==> src/rtl/cam_csr_pkg.sv <==
package cam_csr_pkg;

  localparam int DATA_W = 32;
  localparam int NUM_REGS = 7;

  typedef enum logic [2:0] {
    IDX_BASE   = 3'd0,
    IDX_STATE  = 3'd1,
    IDX_FLAGS  = 3'd2,
    IDX_CMD    = 3'd3,
    IDX_IEN    = 3'd4,
    IDX_DIV    = 3'd5,
    IDX_EXPECT = 3'd6,
    IDX_NONE   = 3'd7
  } reg_idx_e;

  localparam int FLG_DONE = 0;
  localparam int FLG_ERR  = 1;
  localparam int FLG_SIZE = 2;
  localparam int NUM_FLAGS = 3;

  localparam int CMD_START = 0;
  localparam int CMD_ACK   = 1;
  localparam int CMD_SRST  = 2;
  localparam int NUM_CMDS  = 3;

endpackage

==> src/rtl/cam_csr_cfg.sv <==
module cam_csr_cfg
  import cam_csr_pkg::*;
#(
  parameter int DIV_W = 8,
  parameter int CNT_W = 32
) (
  input  logic              clk,
  input  logic              rst_n,
  input  logic              wr_en,
  input  reg_idx_e          wr_idx,
  input  logic [DATA_W-1:0] wdata,
  output logic [DATA_W-1:0] base_q,
  output logic [DIV_W-1:0]  div_q,
  output logic [CNT_W-1:0]  expect_q,
  output logic              ien_q
);

  always_ff @(posedge clk) begin
    if (!rst_n) begin
      base_q   <= '0;
      div_q    <= '0;
      expect_q <= '0;
      ien_q    <= 1'b0;
    end else if (wr_en) begin
      case (wr_idx)
        IDX_BASE:   base_q   <= wdata;
        IDX_DIV:    div_q    <= wdata[DIV_W-1:0];
        IDX_EXPECT: expect_q <= wdata[CNT_W-1:0];
        IDX_IEN:    ien_q    <= wdata[0];
        default:    ;
      endcase
    end
  end

  AST_BASE_HOLD: assert property (@(posedge clk) disable iff (!rst_n)
    !(wr_en && wr_idx == IDX_BASE) |=> $stable(base_q)) else $error("base changed without write");

  AST_DIV_HOLD: assert property (@(posedge clk) disable iff (!rst_n)
    !(wr_en && wr_idx == IDX_DIV) |=> $stable(div_q)) else $error("divider changed without write");

endmodule

==> src/rtl/cam_csr_cmd.sv <==
module cam_csr_cmd
  import cam_csr_pkg::*;
(
  input  logic              clk,
  input  logic              rst_n,
  input  logic              wr_en,
  input  reg_idx_e          wr_idx,
  input  logic [DATA_W-1:0] wdata,
  output logic [NUM_CMDS-1:0] pulse_q
);

  logic cmd_wr;
  assign cmd_wr = wr_en && (wr_idx == IDX_CMD);

  for (genvar i = 0; i < NUM_CMDS; i++) begin : g_strobe
    always_ff @(posedge clk) begin
      if (!rst_n) pulse_q[i] <= 1'b0;
      else        pulse_q[i] <= cmd_wr && wdata[i];
    end

    AST_CMD_CAUSE: assert property (@(posedge clk) disable iff (!rst_n)
      pulse_q[i] |-> $past(wr_en && wr_idx == IDX_CMD && wdata[i])) else $error("strobe without command");
  end

endmodule

==> src/rtl/cam_csr_flags.sv <==
module cam_csr_flags
  import cam_csr_pkg::*;
#(
  parameter int CNT_W = 32
) (
  input  logic                 clk,
  input  logic                 rst_n,
  input  logic                 frame_start,
  input  logic                 frame_done,
  input  logic [CNT_W-1:0]     byte_count,
  input  logic                 bus_err,
  input  logic                 fifo_ovf,
  input  logic [CNT_W-1:0]     expect_cnt,
  input  logic                 ack_clr,
  output logic [NUM_FLAGS-1:0] flags_q
);

  logic check_on;
  logic mismatch;
  logic [NUM_FLAGS-1:0] set_ev;
  logic [NUM_FLAGS-1:0] clr_ev;
  logic [NUM_FLAGS-1:0] flags_d;

  assign check_on = |expect_cnt;
  assign mismatch = frame_done && check_on && (byte_count != expect_cnt);

  always_comb begin
    set_ev = '0;
    clr_ev = '0;
    set_ev[FLG_DONE] = frame_done;
    set_ev[FLG_ERR]  = bus_err | fifo_ovf;
    set_ev[FLG_SIZE] = mismatch;
    clr_ev[FLG_DONE] = frame_start | ack_clr;
    clr_ev[FLG_ERR]  = frame_start;
    clr_ev[FLG_SIZE] = frame_start;
  end

  // A setting event wins over a clearing one in the same cycle.
  for (genvar i = 0; i < NUM_FLAGS; i++) begin : g_flag
    assign flags_d[i] = set_ev[i] | (flags_q[i] & ~clr_ev[i]);
    always_ff @(posedge clk) begin
      if (!rst_n) flags_q[i] <= 1'b0;
      else        flags_q[i] <= flags_d[i];
    end
  end

  AST_DONE_SET: assert property (@(posedge clk) disable iff (!rst_n)
    frame_done |=> flags_q[FLG_DONE]) else $error("done flag not set");

  AST_DONE_CLR: assert property (@(posedge clk) disable iff (!rst_n)
    (frame_start && !frame_done) |=> !flags_q[FLG_DONE]) else $error("done flag not cleared");

  AST_ERR_SET: assert property (@(posedge clk) disable iff (!rst_n)
    (bus_err || fifo_ovf) |=> flags_q[FLG_ERR]) else $error("error flag not set");

  AST_SIZE_SKIP: assert property (@(posedge clk) disable iff (!rst_n)
    (expect_cnt == '0 && !frame_start) |=> $stable(flags_q[FLG_SIZE])) else $error("size check not bypassed");

endmodule

==> src/rtl/cam_csr_rdmux.sv <==
module cam_csr_rdmux
  import cam_csr_pkg::*;
#(
  parameter int DIV_W = 8,
  parameter int CNT_W = 32
) (
  input  reg_idx_e              rd_idx,
  input  logic [DATA_W-1:0]     base_q,
  input  logic [2:0]            state_code,
  input  logic [NUM_FLAGS-1:0]  flags_q,
  input  logic                  ien_q,
  input  logic [DIV_W-1:0]      div_q,
  input  logic [CNT_W-1:0]      expect_q,
  output logic [DATA_W-1:0]     rdata
);

  always_comb begin
    rdata = '0;
    case (rd_idx)
      IDX_BASE:   rdata = base_q;
      IDX_STATE:  rdata[2:0] = state_code;
      IDX_FLAGS:  rdata[NUM_FLAGS-1:0] = flags_q;
      IDX_IEN:    rdata[0] = ien_q;
      IDX_DIV:    rdata[DIV_W-1:0] = div_q;
      IDX_EXPECT: rdata[CNT_W-1:0] = expect_q;
      default:    rdata = '0;
    endcase
  end

endmodule

==> src/rtl/cam_capture_csr.sv <==
module cam_capture_csr
  import cam_csr_pkg::*;
#(
  parameter int ADDR_W = 5,
  parameter int DIV_W  = 8,
  parameter int CNT_W  = 32
) (
  input  logic              clk,
  input  logic              rst_n,
  input  logic              bus_cyc,
  input  logic              bus_stb,
  input  logic              bus_we,
  input  logic [ADDR_W-1:0] bus_addr,
  input  logic [31:0]       bus_wdata,
  output logic [31:0]       bus_rdata,
  output logic              bus_ack,
  input  logic [2:0]        cap_state,
  input  logic              ev_frame_start,
  input  logic              ev_frame_done,
  input  logic [CNT_W-1:0]  ev_byte_count,
  input  logic              ev_bus_err,
  input  logic              ev_fifo_ovf,
  output logic [31:0]       cfg_base_addr,
  output logic [DIV_W-1:0]  cfg_div,
  output logic [CNT_W-1:0]  cfg_expect,
  output logic              cmd_start,
  output logic              cmd_irq_ack,
  output logic              cmd_soft_rst,
  output logic              irq
);

  localparam int IDX_W = ADDR_W - 2;

  logic [IDX_W-1:0]       word_idx;
  logic                   in_map;
  logic                   access;
  logic                   wr_en;
  reg_idx_e               sel_idx;
  logic                   ien_q;
  logic [NUM_FLAGS-1:0]   flags_q;
  logic [NUM_CMDS-1:0]    pulses;
  logic                   ack_clr;

  assign word_idx = bus_addr[ADDR_W-1:2];
  assign in_map   = word_idx < IDX_W'(NUM_REGS);
  assign sel_idx  = in_map ? reg_idx_e'(word_idx[2:0]) : IDX_NONE;
  assign access   = bus_cyc && bus_stb;
  assign wr_en    = access && bus_we;
  assign bus_ack  = access;
  assign ack_clr  = wr_en && (sel_idx == IDX_CMD) && bus_wdata[CMD_ACK];

  cam_csr_cfg #(.DIV_W(DIV_W), .CNT_W(CNT_W)) u_cfg (
    .clk      (clk),
    .rst_n    (rst_n),
    .wr_en    (wr_en),
    .wr_idx   (sel_idx),
    .wdata    (bus_wdata),
    .base_q   (cfg_base_addr),
    .div_q    (cfg_div),
    .expect_q (cfg_expect),
    .ien_q    (ien_q)
  );

  cam_csr_cmd u_cmd (
    .clk     (clk),
    .rst_n   (rst_n),
    .wr_en   (wr_en),
    .wr_idx  (sel_idx),
    .wdata   (bus_wdata),
    .pulse_q (pulses)
  );

  assign cmd_start    = pulses[CMD_START];
  assign cmd_irq_ack  = pulses[CMD_ACK];
  assign cmd_soft_rst = pulses[CMD_SRST];

  cam_csr_flags #(.CNT_W(CNT_W)) u_flags (
    .clk         (clk),
    .rst_n       (rst_n),
    .frame_start (ev_frame_start),
    .frame_done  (ev_frame_done),
    .byte_count  (ev_byte_count),
    .bus_err     (ev_bus_err),
    .fifo_ovf    (ev_fifo_ovf),
    .expect_cnt  (cfg_expect),
    .ack_clr     (ack_clr),
    .flags_q     (flags_q)
  );

  cam_csr_rdmux #(.DIV_W(DIV_W), .CNT_W(CNT_W)) u_rd (
    .rd_idx     (sel_idx),
    .base_q     (cfg_base_addr),
    .state_code (cap_state),
    .flags_q    (flags_q),
    .ien_q      (ien_q),
    .div_q      (cfg_div),
    .expect_q   (cfg_expect),
    .rdata      (bus_rdata)
  );

  assign irq = flags_q[FLG_DONE] & ien_q;

  AST_IRQ_NEEDS_EN: assert property (@(posedge clk) disable iff (!rst_n)
    irq |-> ien_q) else $error("irq without enable");

  AST_ACK_CLEARS: assert property (@(posedge clk) disable iff (!rst_n)
    (ack_clr && !ev_frame_done) |=> !irq) else $error("irq survived acknowledge");

endmodule

==> config.mk <==
export PLATFORM = sky130hd
export DESIGN_NAME = cam_capture_csr
export DESIGN_NICKNAME = d
export VERILOG_FILES = /design/src/rtl/cam_csr_pkg.sv /design/src/rtl/cam_csr_cfg.sv /design/src/rtl/cam_csr_cmd.sv /design/src/rtl/cam_csr_flags.sv /design/src/rtl/cam_csr_rdmux.sv /design/src/rtl/cam_capture_csr.sv
export SDC_FILE = /design/constraint.sdc
export NUM_CORES = 1
export LEC_CHECK = 0
export ABC_AREA = 1
export BUFFER_PORTS_ARGS = -buffer_cell sky130_fd_sc_hd__buf_4
export CELL_PAD_IN_SITES_DETAIL_PLACEMENT = 2
export CELL_PAD_IN_SITES_GLOBAL_PLACEMENT = 2
export CORE_MARGIN = 5
export CORE_UTILIZATION = 21
export CTS_CLUSTER_SIZE = 24
export DETAILED_ROUTE_END_ITERATION = 7
export GPL_TIMING_DRIVEN = 0
export PLACE_DENSITY_LB_ADDON = 0.12
export SLEW_MARGIN = 10
export SYNTH_ARGS = -nofsm -noshare
export SYNTH_HDL_FRONTEND = slang
export SYNTH_SLANG_ARGS = --single-unit
==> constraint.sdc <==
create_clock -name clk -period 1.7 [get_ports clk]
set_clock_uncertainty 0.15 [all_clocks]
set_input_delay 0.34 -clock clk [delete_from_list [all_inputs] [get_ports clk]]
set_output_delay 0.34 -clock clk [all_outputs]
set_load 0.02 [all_outputs]
==> out/qor.yml, run 1 <==
status:
  status: "complete, but fails checks"
  violations: "setup timing"
global_routing:
  grt_start_max_net_pins: 14
  antenna_found_initial: 0
  grt_pass1_wl_mm: 29.8
  grt.overflow.total: 0
  track_usage: 0.177
  grt_pass1_vias: 5113
finish:
  drive_gt1_frac: 0.380
  nets: 851
  fin_area_um2: 6570
  final.fill_count: 2102
  multi_input_area_um2: 2190
  mostFrequentLayoutCells: "buf_4 (170), nor2_1 (92), nand2_1 (91)"
  layout_commonest_cell: "buf_4"
  regArea_um2: 1580
  diodes: 0
  syn2layout_area_growth_pct: 71.2
power_and_ir_drop:
  power_frac_seq: 0.409
  ir_drop_uv: 419
  switching_power_mw: 1.20
  swShare: 0.257
  leakage_nw: 2.98
  intPower_mw: 3.47
  p_per_area_nw_per_um2: 711
  clkPwrFrac: 0.452
  pwr-share-comb: 0.139
yosys:
  ys_seq_area_frac: 0.412
  syn-cell-area_um2: 3830
  syn_nets: 639
  synth_top_area_frac: 0.412
  yosys.area.top_type: "dfxtp_1"
  synthDistinctLibCells: 23
  avgSynthCellArea_um2: 6.91
  yosys_register_bits: 79
  synth_area_leaders: "dfxtp_1 (41%), nand2_1 (9.7%), nor2_1 (9.4%)"
  synthCells: 555
  ys_warn_count: 0
clock_tree:
  holdBufCountCts: 0
  insertion_delay_ns: 0.34
  root_buffer: "clkbuf_16"
  cts_tree: "yes"
  numCtsBuffers: 9
  clock_path_buffers: 2
  clkTransAtPathRegs_ns: 0.06
  cts.sinks: 79
  htree_levels: 3
detailed_routing:
  vias: 4587
  wire_per_inst_um: 19.3
  ant_nets: 0
  drt-initial-drc-count: 138
  drc: 0
  drt-vias-per-instance: 4.58
  first_pass_iters: 4
  postRouteWirelength_mm: 19.3
worst_hold_path:
  min_path_type: "input port to register"
run:
  drv_cap: 0
die:
  dieArea_um2: 21100
  ioPinCount: 190
  die_h_um: 145
  die_x_um: 145
  fp.coreArea_um2: 18000
  start_util: 0.213
  rows: 49
setup_path:
  cpMostUsedCell: "nand2_4"
  end_kind: "primary output"
  worstPathArrival_ns: 1.46
  cp-start-kind: "input port"
  cp_num_buf_inv: 4
  cp_cell_sequence: "buf_12 > buf_8 > ha_4 > nand2_4 > inv_6 > nand2_4 > nand2_4 > a221oi_4 > a21oi_2 > buf_4"
  cp_top_family: "buffers and inverters"
  cp.required_ns: 1.21
  path_class: "input port to primary output"
  slowest_stage: "a221oi_4"
  crit_fanout: 4
  cpPeakStageDelay_ns: 0.23
place:
  placed_area_um2: 5580
  hpwl_mm: 15.0
  port_buffers: 186
  dp_slack_ns: -0.563
  place_congestion: 0.767
timing:
  worst_pin_slew_ns: 0.624
  maxSlewHeadroom: 0.584
  fmax_mhz: 513
  finalHoldViolCount: 0
  setup_violations: 32
  maxSlewViolCount: 0
  rsz0062_at_grt: "true"
  period_minus_slack_ns: 1.95
  post-route-period-util: 1.15
  setup_slack_ns: -0.250
==> final cells by class <==
type / instances / share of cell area
multi-input cells: 391 / 0.334
flip-flops and latches: 79 / 0.241
clock buffers: 9 / 0.0343
plain buffers: 29 / 0.0415
well taps: 229 / 0.0436
clock inverters: 7 / 0.0133
repair buffers: 201 / 0.255
inverters: 56 / 0.0370
==> path summary, 6_finish.rpt <==
kind / startpoint / endpoint / slack [ns] / cells after the start
setup reg to reg: u_cfg.expect_q[20] / u_flags.flags_q[2] / 0.07 / 10
hold / removal: bus_wdata[23] / u_cfg.base_q[23] / 0.08 / 3
setup / recovery: bus_addr[2] / bus_rdata[2] / -0.25 / 10
hold reg to reg: u_flags.flags_q[1] / u_flags.flags_q[1] / 0.36 / 2
==> what timing repair did <==
item | 4_1_cts | 5_1_grt
gates resized for setup | 78 | 77
cloned | 1 | 1
pin swaps | 11 | 12
buffers inserted | 8 | 5
endpoints found under the setup margin | 41 | 47
==> cell usage after synthesis <==
master,count
nor3_4,1
inv_1,52
nand3_1,8
o21ai_0,66
nor2_4,2
a221oi_1,1
inv_2,4
a22oi_1,2
a41oi_1,1
nand4_1,8
xnor2_1,23
o211ai_1,5
dfxtp_1,79
a31oi_1,1
a21oi_1,42
buf_6,6
nand2_1,99
nor3_1,3
o21ai_1,30
buf_2,6
nor2_1,96
clkbuf_1,17
ha_1,3
==> power by group through the flow <==
stage / Combinational [mW] / Clock, mW / Sequential [mW]
2_1_floorplan: 0.220 / 0 / 1.97
3_3_place_gp: 0.542 / 0 / 1.95
3_5_place_dp: 0.558 / 0 / 1.95
4_1_cts: 0.615 / 2.16 / 1.91
5_1_grt: 0.704 / 2.24 / 1.91
6_report: 0.647 / 2.11 / 1.91
==> state kept, by name, indices dropped and copies added, names as in the netlist <==
register         cells
u_flags.flags_q      3
u_cfg.div_q          8
u_cfg.ien_q          1
u_cfg.base_q        32
u_cfg.expect_q      32
u_cmd.pulse_q        3
==> layer usage <==
layer	global-route usage	vias up	share of wire
met5	0	-	0
met1	0.213	2252	0.43
met2	0.318	107	0.51
met3	0.0408	13	0.043
li1	-	2215	-
met4	0.0452	0	0.013
==> cells by family (layout without fill, tap and decap cells) <==
family | Yosys count | count (layout) | share of synthesized area
AOI/OAI and AO/OA | 148 | 148 | 0.200
xor gates and xnor gates | 23 | 23 | 0.0525
and+or+nand+nor | 217 | 217 | 0.228
buffers and inverters | 85 | 302 | 0.0969
DFF | 79 | 79 | 0.412
adders and majority gates | 3 | 3 | 0.00979
==> worst min-delay path, cell delays in order <==
cell and delay [ns]:
buf_4 0.08, nor2_1 0.04, nor2_1 0.08
==> per-stage QoR <==
step                 util  total power, mW  hold slack (ns)  cells  TNS [ns]
global route        0.366             4.86           0.0892   1001     -6.08
global placement    0.311             2.49            0.343    970    -26.61
finish              0.366             4.67           0.0838   1001     -4.92
CTS                 0.347             4.68           0.0726    995     -5.37
floorplan               -             2.19            0.289    555     -2.55
detailed placement  0.311             2.51            0.352    970    -29.83
Power figures use the tool's default switching activity.
==> inputs of run 2 (changes only) <==
CORE_UTILIZATION = 23   (was 21)
HOLD_SLACK_MARGIN = 0.05   (was default)
clock period = 1.92 ns   (was 1.7 ns; I/O delays follow)
==> run 2 against run 1 <==
  * Die area down 8.1%
  * Final area down 2.8%
  * Largest power group unchanged
  * First-iteration DRC count up 30%
  * Combinational power down 14%
  * Routed wire length about the same
  * Critical endpoint unchanged
  * The flow still finishes with violations (setup timing)
  * Sequential share of layout area up 0.65 points
  * Global-route usage up 1.9 points
==> out/qor.yml, run 2 (same netlist as run 1, synthesis figures left out) <==
finish:
  diodes: 0
  drive_gt1_frac: 0.353
  layout_commonest_cell: "buf_4"
  fin_util: 0.388
  mostFrequentLayoutCells: "buf_4 (178), nor2_1 (94), nand2_1 (93)"
  nets: 850
  largestRegisters: "u_cfg.base_q x32, u_cfg.expect_q x32, u_cfg.div_q x8"
  final_cells: 991
  syn2layout_area_growth_pct: 66.5
place:
  port_buffers: 186
  hpwl_mm: 14.5
  place_congestion: 0.779
  dp.cells: 961
clock_tree:
  holdBufCountCts: 0
  clkTransAtPathRegs_ns: 0.07
  htree_levels: 3
  clock_path_buffers: 2
  insertion_delay_ns: 0.34
  numCtsBuffers: 9
  cts_tree: "yes"
  cts.sinks: 79
  root_buffer: "clkbuf_16"
setup_path:
  path_class: "input port to primary output"
  crit_fanout: 7
  cp-start-kind: "input port"
  worstPathArrival_ns: 1.51
  cpMostUsedCell: "buf_6"
  r2r_start: "u_cfg.expect_q[18]"
  cp.required_ns: 1.39
  cp_cell_sequence: "buf_6 > inv_6 > nand2_2 > clkinv_4 > buf_4 > a221oi_4 > a21oi_2 > buf_6"
  cpPeakStageDelay_ns: 0.32
  crit_start: "bus_addr[4]"
  end_kind: "primary output"
  slowest_stage: "a221oi_4"
die:
  fp.coreArea_um2: 16500
  start_util: 0.233
  dieArea_um2: 19400
  ioPinCount: 190
  die_h_um: 139
  die_x_um: 139
  rows: 47
global_routing:
  grt_start_max_net_pins: 14
  antenna_found_initial: 0
  grt_pass1_wl_mm: 30.0
  track_usage: 0.196
  grt_pass1_vias: 5319
  grt.overflow.total: 0
power_and_ir_drop:
  ir_drop_uv: 352
  leakage_nw: 2.91
  p_per_area_nw_per_um2: 643
timing:
  rsz0062_at_grt: "true"
  setup_slack_ns: -0.127
  final.setup.tns_ns: -1.31
  maxSlewHeadroom: 0.618
  maxSlewViolCount: 0
  worst_pin_slew_ns: 0.573
  fmax_mhz: 488
  period_minus_slack_ns: 2.05
  finalHoldViolCount: 0
  post-route-period-util: 1.07
  setup_violations: 16
detailed_routing:
  wire_per_inst_um: 19.5
  drt-initial-drc-count: 179
  postRouteWirelength_mm: 19.3
  vias: 4578
  drt-vias-per-instance: 4.62
  ant_nets: 0
  drc: 0
  first_pass_iters: 4
worst_hold_path:
  hp-start: "bus_wdata[11]"
  min_path_type: "input port to register"
run:
  drv_cap: 0
status:
  status: "complete, but fails checks"
  violations: "setup timing"
run 2: area by class of cell:
cell class / count / area (um^2)
multi-input combinational: 391 / 2110
inverter: 56 / 230
clock buffer: 11 / 233
fill: 1915 / 10100
tap: 220 / 275
buffer: 28 / 235
clock inverter: 5 / 82.6
sequential: 79 / 1580
timing repair buffer: 201 / 1640
run 2: metrics by stage:
step / setup slack (ns) / power (mW) / hold WS (ns) / instance area, um^2
after floorplan: -0.0761 / 1.93 / 0.289 / 3870
after global placement: -0.507 / 2.19 / 0.314 / 5540
after detailed placement: -0.499 / 2.21 / 0.321 / 5540
after CTS: -0.113 / 4.15 / 0.115 / 6250
after global routing: -0.176 / 4.29 / 0.134 / 6380
final: -0.127 / 4.11 / 0.128 / 6380
run 2: worst paths after layout:
check	end	slack [ns]	cells after the start
min reg2reg	u_flags.flags_q[1]	0.35	2
min	u_cfg.base_q[11]	0.13	3
max	bus_rdata[2]	-0.13	8
max reg2reg	u_flags.flags_q[2]	0.30	10
run 2: routing by layer:
layer | GRT usage | routed length (um)
met5 | 0 | 0
met1 | 0.237 | 8480
met3 | 0.0421 | 736
met2 | 0.354 | 9800
met4 | 0.0499 | 277
run 2: worst max-delay path: cells and delay by family:
family,cells,cell delay (ns)
AOI/OAI and AO/OA,2,0.42
buffers and inverters,5,0.57
and+or+nand+nor,1,0.13
run 2: timing repair:
item | in CTS | in global routing
gates cloned | 1 | 0
pin swaps | 9 | 10
endpoints found under the setup margin | 32 | 32
resized for setup | 86 | 36
buffers inserted | 13 | 1
run 2: report_power, final:
part | internal, mW | leakage (nW) | switching (mW) | total (mW)
Clock | 1.14 | 0.154 | 0.713 | 1.86
Sequential | 1.66 | 0.638 | 0.0261 | 1.69
Combinational | 0.269 | 2.12 | 0.290 | 0.559
